--- src/rtl/flash_rd_pkg.sv ---
package flash_rd_pkg;
  localparam logic [7:0] OPC_STREAM_A = 8'h68;
  localparam logic [7:0] OPC_STREAM_B = 8'hE8;
  localparam logic [7:0] OPC_PAGE_A   = 8'h52;
  localparam logic [7:0] OPC_PAGE_B   = 8'hD2;

  typedef enum logic [2:0] {
    PH_CMD,
    PH_ADDR,
    PH_WAIT,
    PH_DATA,
    PH_SKIP
  } phase_e;

  function automatic logic is_stream(input logic [7:0] op);
    return (op == OPC_STREAM_A) || (op == OPC_STREAM_B);
  endfunction

  function automatic logic is_page(input logic [7:0] op);
    return (op == OPC_PAGE_A) || (op == OPC_PAGE_B);
  endfunction
endpackage

--- src/rtl/frs_ctrl.sv ---
module frs_ctrl
  import flash_rd_pkg::*;
#(
  parameter int PAGE_W   = 12,
  parameter int BYTE_W   = 10,
  parameter int RSV_W    = 2,
  parameter int OPC_BITS = 8,
  parameter int WAIT_BITS = 32
) (
  input  logic              clk,
  input  logic              rst_n,
  input  logic              cs_n,
  input  logic              sck_tick,
  input  logic              si,
  output logic              addr_load,
  output logic [PAGE_W-1:0] ld_page,
  output logic [BYTE_W-1:0] ld_off,
  output logic              mode_stream,
  output logic              data_start,
  output logic              data_tick,
  output logic              in_data
);
  localparam int ADDR_BITS = RSV_W + PAGE_W + BYTE_W;
  localparam int WORD_W    = PAGE_W + BYTE_W;
  localparam int SREG_W    = WORD_W - 1;
  localparam int PH_MAX    = (ADDR_BITS > WAIT_BITS) ? ADDR_BITS : WAIT_BITS;
  localparam int CNT_W     = $clog2(PH_MAX);

  phase_e            ph_q, ph_d;
  logic [CNT_W-1:0]  cnt_q, cnt_d;
  logic [SREG_W-1:0] sreg_q, sreg_d;
  logic              mode_q, mode_d;
  logic [WORD_W-1:0] word;
  logic              tick;
  logic              upd_en;

  assign tick   = sck_tick & ~cs_n;
  assign upd_en = cs_n | tick;
  assign word   = {sreg_q, si};

  always_comb begin
    ph_d       = ph_q;
    cnt_d      = cnt_q;
    sreg_d     = sreg_q;
    mode_d     = mode_q;
    addr_load  = 1'b0;
    data_start = 1'b0;
    if (cs_n) begin
      ph_d  = PH_CMD;
      cnt_d = '0;
    end else if (tick) begin
      sreg_d = word[SREG_W-1:0];
      unique case (ph_q)
        PH_CMD: begin
          if (cnt_q == CNT_W'(OPC_BITS - 1)) begin
            cnt_d = '0;
            if (is_stream(word[7:0])) begin
              mode_d = 1'b1;
              ph_d   = PH_ADDR;
            end else if (is_page(word[7:0])) begin
              mode_d = 1'b0;
              ph_d   = PH_ADDR;
            end else begin
              ph_d = PH_SKIP;
            end
          end else begin
            cnt_d = cnt_q + 1'b1;
          end
        end
        PH_ADDR: begin
          if (cnt_q == CNT_W'(ADDR_BITS - 1)) begin
            addr_load = 1'b1;
            cnt_d     = '0;
            ph_d      = PH_WAIT;
          end else begin
            cnt_d = cnt_q + 1'b1;
          end
        end
        PH_WAIT: begin
          if (cnt_q == CNT_W'(WAIT_BITS - 1)) begin
            data_start = 1'b1;
            cnt_d      = '0;
            ph_d       = PH_DATA;
          end else begin
            cnt_d = cnt_q + 1'b1;
          end
        end
        default: ;
      endcase
    end
  end

  always_ff @(posedge clk or negedge rst_n) begin
    if (!rst_n) begin
      ph_q   <= PH_CMD;
      cnt_q  <= '0;
      sreg_q <= '0;
      mode_q <= 1'b0;
    end else if (upd_en) begin
      ph_q   <= ph_d;
      cnt_q  <= cnt_d;
      sreg_q <= sreg_d;
      mode_q <= mode_d;
    end
  end

  assign ld_off      = word[BYTE_W-1:0];
  assign ld_page     = word[BYTE_W +: PAGE_W];
  assign mode_stream = mode_q;
  assign in_data     = (ph_q == PH_DATA);
  assign data_tick   = tick & in_data;

  p_deselect_restarts_r10: assert property (@(posedge clk) disable iff (!rst_n)
    cs_n |=> (ph_q == PH_CMD) && (cnt_q == '0));

  p_addr_then_wait_r4: assert property (@(posedge clk) disable iff (!rst_n)
    addr_load |=> (ph_q == PH_WAIT) && (cnt_q == '0));
endmodule

--- src/rtl/frs_addr.sv ---
module frs_addr #(
  parameter int PAGE_W     = 12,
  parameter int BYTE_W     = 10,
  parameter int PAGE_BYTES = 528
) (
  input  logic              clk,
  input  logic              rst_n,
  input  logic              load,
  input  logic [PAGE_W-1:0] ld_page,
  input  logic [BYTE_W-1:0] ld_off,
  input  logic              mode_stream,
  input  logic              adv,
  output logic [PAGE_W-1:0] page_q,
  output logic [BYTE_W-1:0] byte_q
);
  localparam logic [BYTE_W-1:0] PAGE_LEN  = BYTE_W'(PAGE_BYTES);
  localparam logic [BYTE_W-1:0] LAST_BYTE = BYTE_W'(PAGE_BYTES - 1);
  localparam logic [PAGE_W-1:0] LAST_PAGE = '1;

  logic [PAGE_W-1:0] page_d;
  logic [BYTE_W-1:0] byte_d;
  logic              en;

  assign en = load | adv;

  always_comb begin
    page_d = page_q;
    byte_d = byte_q;
    if (load) begin
      page_d = ld_page;
      byte_d = (ld_off >= PAGE_LEN) ? ld_off - PAGE_LEN : ld_off;
    end else if (adv) begin
      if (byte_q == LAST_BYTE) begin
        byte_d = '0;
        if (mode_stream) begin
          page_d = (page_q == LAST_PAGE) ? '0 : page_q + 1'b1;
        end
      end else begin
        byte_d = byte_q + 1'b1;
      end
    end
  end

  always_ff @(posedge clk or negedge rst_n) begin
    if (!rst_n) begin
      page_q <= '0;
      byte_q <= '0;
    end else if (en) begin
      page_q <= page_d;
      byte_q <= byte_d;
    end
  end

  p_offset_in_page_r9: assert property (@(posedge clk) disable iff (!rst_n)
    byte_q <= LAST_BYTE);

  p_next_page_r6: assert property (@(posedge clk) disable iff (!rst_n)
    (adv && !load && mode_stream && byte_q == LAST_BYTE && page_q != LAST_PAGE)
    |=> (byte_q == '0) && (page_q == $past(page_q) + 1'b1));

  p_array_wrap_r7: assert property (@(posedge clk) disable iff (!rst_n)
    (adv && !load && mode_stream && byte_q == LAST_BYTE && page_q == LAST_PAGE)
    |=> (byte_q == '0) && (page_q == '0));

  p_same_page_r8: assert property (@(posedge clk) disable iff (!rst_n)
    (adv && !load && !mode_stream) |=> $stable(page_q));
endmodule

--- src/rtl/frs_array.sv ---
module frs_array #(
  parameter int PAGE_W = 12,
  parameter int BYTE_W = 10,
  parameter int DATA_W = 8
) (
  input  logic              clk,
  input  logic              rst_n,
  input  logic              rd_en,
  input  logic [PAGE_W-1:0] page,
  input  logic [BYTE_W-1:0] offset,
  output logic [DATA_W-1:0] rdata_q
);
  localparam int SUM_W = PAGE_W + 4 + BYTE_W;

  logic [DATA_W-1:0] rdata_d;

  always_comb begin
    rdata_d = DATA_W'(({4'b0, page, 4'b0000} + SUM_W'(offset)));
  end

  always_ff @(posedge clk or negedge rst_n) begin
    if (!rst_n) begin
      rdata_q <= '0;
    end else if (rd_en) begin
      rdata_q <= rdata_d;
    end
  end
endmodule

--- src/rtl/frs_shift.sv ---
module frs_shift #(
  parameter int DATA_W = 8
) (
  input  logic              clk,
  input  logic              rst_n,
  input  logic              start,
  input  logic              dtick,
  input  logic [DATA_W-1:0] rdata,
  output logic              so_bit,
  output logic              adv
);
  localparam int BC_W = $clog2(DATA_W);
  localparam logic [BC_W-1:0] LAST_BIT = BC_W'(DATA_W - 1);

  logic [DATA_W-1:0] sh_q, sh_d;
  logic [BC_W-1:0]   bc_q, bc_d;
  logic              reload;
  logic              en;

  assign reload = start | (dtick & (bc_q == LAST_BIT));
  assign en     = start | dtick;
  assign adv    = reload;

  always_comb begin
    sh_d = sh_q;
    bc_d = bc_q;
    if (reload) begin
      sh_d = rdata;
      bc_d = '0;
    end else if (dtick) begin
      sh_d = {sh_q[DATA_W-2:0], 1'b0};
      bc_d = bc_q + 1'b1;
    end
  end

  always_ff @(posedge clk or negedge rst_n) begin
    if (!rst_n) begin
      sh_q <= '0;
      bc_q <= '0;
    end else if (en) begin
      sh_q <= sh_d;
      bc_q <= bc_d;
    end
  end

  assign so_bit = sh_q[DATA_W-1];

  p_msb_first_r5: assert property (@(posedge clk) disable iff (!rst_n)
    (dtick && !start && bc_q != LAST_BIT)
    |=> (sh_q[DATA_W-1] == $past(sh_q[DATA_W-2])) && (bc_q == $past(bc_q) + 1'b1));

  p_byte_boundary_r5: assert property (@(posedge clk) disable iff (!rst_n)
    (dtick && bc_q == LAST_BIT) |=> (bc_q == '0));
endmodule

--- src/rtl/flash_rd_seq.sv ---
module flash_rd_seq #(
  parameter int PAGE_W     = 12,
  parameter int BYTE_W     = 10,
  parameter int PAGE_BYTES = 528,
  parameter int RSV_W      = 2,
  parameter int WAIT_BITS  = 32,
  parameter int DATA_W     = 8
) (
  input  logic clk,
  input  logic rst_n,
  input  logic cs_n,
  input  logic sck_tick,
  input  logic si,
  output logic so,
  output logic so_oe
);
  logic              addr_load;
  logic [PAGE_W-1:0] ld_page;
  logic [BYTE_W-1:0] ld_off;
  logic              mode_stream;
  logic              data_start;
  logic              data_tick;
  logic              in_data;
  logic              adv;
  logic [PAGE_W-1:0] cur_page;
  logic [BYTE_W-1:0] cur_off;
  logic [DATA_W-1:0] rdata;
  logic              so_bit;

  frs_ctrl #(
    .PAGE_W(PAGE_W), .BYTE_W(BYTE_W), .RSV_W(RSV_W),
    .OPC_BITS(8), .WAIT_BITS(WAIT_BITS)
  ) u_ctrl (
    .clk(clk), .rst_n(rst_n), .cs_n(cs_n), .sck_tick(sck_tick), .si(si),
    .addr_load(addr_load), .ld_page(ld_page), .ld_off(ld_off),
    .mode_stream(mode_stream), .data_start(data_start),
    .data_tick(data_tick), .in_data(in_data)
  );

  frs_addr #(
    .PAGE_W(PAGE_W), .BYTE_W(BYTE_W), .PAGE_BYTES(PAGE_BYTES)
  ) u_addr (
    .clk(clk), .rst_n(rst_n), .load(addr_load), .ld_page(ld_page),
    .ld_off(ld_off), .mode_stream(mode_stream), .adv(adv),
    .page_q(cur_page), .byte_q(cur_off)
  );

  frs_array #(
    .PAGE_W(PAGE_W), .BYTE_W(BYTE_W), .DATA_W(DATA_W)
  ) u_array (
    .clk(clk), .rst_n(rst_n), .rd_en(~cs_n), .page(cur_page),
    .offset(cur_off), .rdata_q(rdata)
  );

  frs_shift #(
    .DATA_W(DATA_W)
  ) u_shift (
    .clk(clk), .rst_n(rst_n), .start(data_start), .dtick(data_tick),
    .rdata(rdata), .so_bit(so_bit), .adv(adv)
  );

  assign so_oe = in_data & ~cs_n;
  assign so    = so_oe & so_bit;

  p_silent_unless_data_r1: assert property (@(posedge clk) disable iff (!rst_n)
    (!in_data) |-> (so == 1'b0));
endmodule

--- config.mk ---
export PLATFORM = sky130hd
export DESIGN_NAME = flash_rd_seq
export DESIGN_NICKNAME = d
export VERILOG_FILES = /design/src/rtl/flash_rd_pkg.sv /design/src/rtl/frs_ctrl.sv /design/src/rtl/frs_addr.sv /design/src/rtl/frs_array.sv /design/src/rtl/frs_shift.sv /design/src/rtl/flash_rd_seq.sv
export SDC_FILE = /design/constraint.sdc
export NUM_CORES = 1
export LEC_CHECK = 0
export CORE_UTILIZATION = 62
export CTS_CLUSTER_DIAMETER = 80
export DETAILED_ROUTE_END_ITERATION = 10
export PLACE_DENSITY_LB_ADDON = 0.2
export SETUP_SLACK_MARGIN = 0.4
export SYNTH_ARGS = -nofsm -noshare
export SYNTH_HDL_FRONTEND = slang
export SYNTH_SLANG_ARGS = --single-unit
--- constraint.sdc ---
create_clock -name clk -period 3.3 [get_ports clk]
set_clock_uncertainty 0.15 [all_clocks]
set_input_delay 0.66 -clock clk [delete_from_list [all_inputs] [get_ports clk]]
set_output_delay 0.66 -clock clk [all_outputs]
set_load 0.05 [all_outputs]
==> results.cfg <==
[global_route]
grt_pass1_wl_mm = 13.7
overflow = 0
grt_max_degree = 36
grt_pass1_vias = 2958
antenna_found_initial = 0
grt_use_total = 0.278

[layout]
seq_area_sq_um = 1780
syn2layout_area_growth_pct = 9.71
fillerInstances = 455
antenna_cells = 0
final_layout_size_suffix_gt1_frac = 0.107
multi_input_area_sq_um = 2020
fin_nets = 452

[route]
via_count = 3088
drt-pass1-iter-count = 5
drtAntennaViolNets = 0
totalWireLength_mm = 8.04
drcViolationCount = 0
vias_per_cell = 6.01
wl_per_cell_um = 15.6
drtIter0Drc = 190

[timing]
fin_ws_ns = 0.545
finalCritPeriodShare = 0.835
post-route-min-period_ns = 2.76
setup_viol = 0
fmax_ghz = 0.363
setup_tns_ns = 0
slew_headroom = 0.245
hold_viol = 0
tightest_slew_ns = 1.13
maxSlewViolCount = 0
rsz0062_at_grt = false

[synthesis]
synth_top_flop_cell = dfrtp_1
ys_ff_latch = 71
synth-seq-area-share = 0.457
syn-instance-count = 427
synth.top_cells.by_count = nand2_1, dfrtp_1, o21ai_0
syn_avg_cell_area_sq_um = 9.11
yosysUniqueCellTypes = 52
synth_fp_nets = 445
synth_edf_count = 0
synth_area_sq_um = 3890
netlist_top_cells_area = dfrtp_1, nand2_1, o21ai_0
synthArstFlopShare = 1.00
synth_top_area_cell = dfrtp_1
yosys_warnings = 0
synth.most_common_cell = nand2_1
synthDominantCellAreaShare = 0.457

[worst_setup_path]
crit_chain = ha_1, and3_1, ha_1, mux2i_1, nor3b_2, nand4bb_1, or4_1, nand3_1
crit_path_max_incr_delay_ns = 0.55
startpoint_type = flip-flop
cp.required_ns = 3.44
endpoint = u_addr.page_q[5]
r2r-end = u_addr.page_q[5]
end_kind = flip-flop
ff2ff_setup_slack_ns = 0.54
reg2reg_from = u_ctrl.cnt_q[0]
crit_start = u_ctrl.cnt_q[0]
arrival_ns = 2.89
cpMaxStageDelayCell = nor3b_2
worstPathMaxFanout = 9
worstSetupPathType = flip-flop to flip-flop
cpMostUsedCell = ha_1
r2r_cells = 8

[clock_tree]
numCtsBuffers = 9
cts.repair.resized = 0
path_clk_slew_ns = 0.08
cts_tree = yes
insertion_delay_ns = 0.34
clock_tree.root_cell = clkbuf_8
clockBufferDepth = 2
clock-sinks = 71
cts_setup_buffers = 0
hold_buffers = 0
h-tree-depth = 3

[outcome]
status = completed

[place]
gp_congestion = 0.869
pre_cts_ws_ns = 0.307
dp.final_hpwl_mm = 5.69
port_buffers = 6

[hold_path]
hold_class = primary input to asynchronous set/reset pin

[floorplan]
core_area_sq_um = 5990
die_w_um = 81.2
fp.dieH_um = 81.2
io_pins = 7
std_cell_rows = 28
die-area_sq_um = 6600
initial_core_util = 0.650

[power]
power.density_nw_per_um2 = 430
peakVddDrop_uv = 351
p_leak_nw = 1.97

[run]
cap_viol_max_count = 0
-- registers in the layout (all words and copies together), names as in the netlist --
| signal | count |
|---|---|
| u_shift.sh_q | 8 |
| u_ctrl.cnt_q | 5 |
| u_addr.page_q | 12 |
| u_shift.bc_q | 3 |
| u_ctrl.mode_stream | 1 |
| u_addr.byte_q | 10 |
| u_ctrl.sreg_q | 21 |
| u_array.rdata_q | 8 |
| u_ctrl.ph_q | 3 |
-- how the worst min path moves through the flow --
stage	end
detailed placement	u_ctrl.sreg_q[20]
global placement	u_ctrl.sreg_q[20]
CTS	u_array.rdata_q[2]
finish	u_ctrl.ph_q[1]
global route	u_ctrl.ph_q[1]
floorplan	u_addr.byte_q[0]
-- cell type report --
| cell class | instances | share of cell area |
|---|---|---|
| tap | 75 | 0.0220 |
| clock inverter | 7 | 0.0173 |
| sequential | 71 | 0.416 |
| inverter | 12 | 0.0106 |
| multi-input combinational | 327 | 0.472 |
| clock buffer | 9 | 0.0290 |
| timing repair buffer | 13 | 0.0328 |
-- layout by cell type, fill, tap and decap left out, drive strengths merged, types with 3 or more instances in the layout --
master	count
o211ai	4
dfrtp	71
inv	12
buf	10
ha	12
a2bb2oi	4
clkdlybuf4s50	3
mux2i	11
nor4	4
nand2b	5
xnor2	6
nand4bb	3
clkbuf	9
nand3	16
nand2	97
a31oi	4
mux2	13
clkinvlp	4
o21ai	37
nand4	8
nor3	10
and2	6
a21oi	15
nor3b	3
and3	9
xor2	4
nor2	19
and4	3
nor4b	3
-- kinds of logic (layout without fill, tap and decap cells) --
logic type / after synthesis / in the layout / share of synthesized area
buffers and inverters: 29 / 41 / 0.0283
XOR/XNOR: 10 / 10 / 0.0225
AND/OR/NAND/NOR: 198 / 198 / 0.255
AO/OA/AOI/OAI: 82 / 82 / 0.128
flip-flops: 71 / 71 / 0.457
adder cells (fa/ha/maj): 13 / 13 / 0.0437
multiplexers: 24 / 24 / 0.0659
-- routing by layer --
metal / global-route usage / wire length, um / vias to the layer above / part of all wire
met5: 0 / 0 / - / 0
met4: 0.130 / 187 / 0 / 0.023
met3: 0.0438 / 358 / 17 / 0.045
met2: 0.433 / 3710 / 79 / 0.46
met1: 0.379 / 3790 / 1471 / 0.47
li1: - / - / 1521 / -
-- power breakdown --
group,internal (W),switching [W],leakage [nW]
registers,0.000921,0.0000612,0.943
clock network,0.000348,0.000338,0.0875
logic,0.0000680,0.0000989,0.938
total,0.00134,0.000499,1.97
-- critical path: cells and delay by family (launching register included) --
kind | cells | cell delay [ns]
simple gates | 5 | 1.52
fa+ha+maj | 2 | 0.46
flops | 1 | 0.39
mux | 1 | 0.17
-- through the flow --
| step | utilization | hold WS (ns) | total power, W | cell area [sq um] | instances |
|---|---|---|---|---|---|
| finish | 0.713 | 0.237 | 0.00184 | 4270 | 514 |
| floorplan | - | 0.214 | 0.00110 | 3900 | 427 |
| CTS | 0.713 | 0.256 | 0.00185 | 4270 | 514 |
| global placement | 0.680 | 0.314 | 0.00116 | 4070 | 498 |
| detailed placement | 0.680 | 0.312 | 0.00117 | 4070 | 498 |
| global route | 0.713 | 0.301 | 0.00192 | 4270 | 514 |
Power figures use the tool's default switching activity.
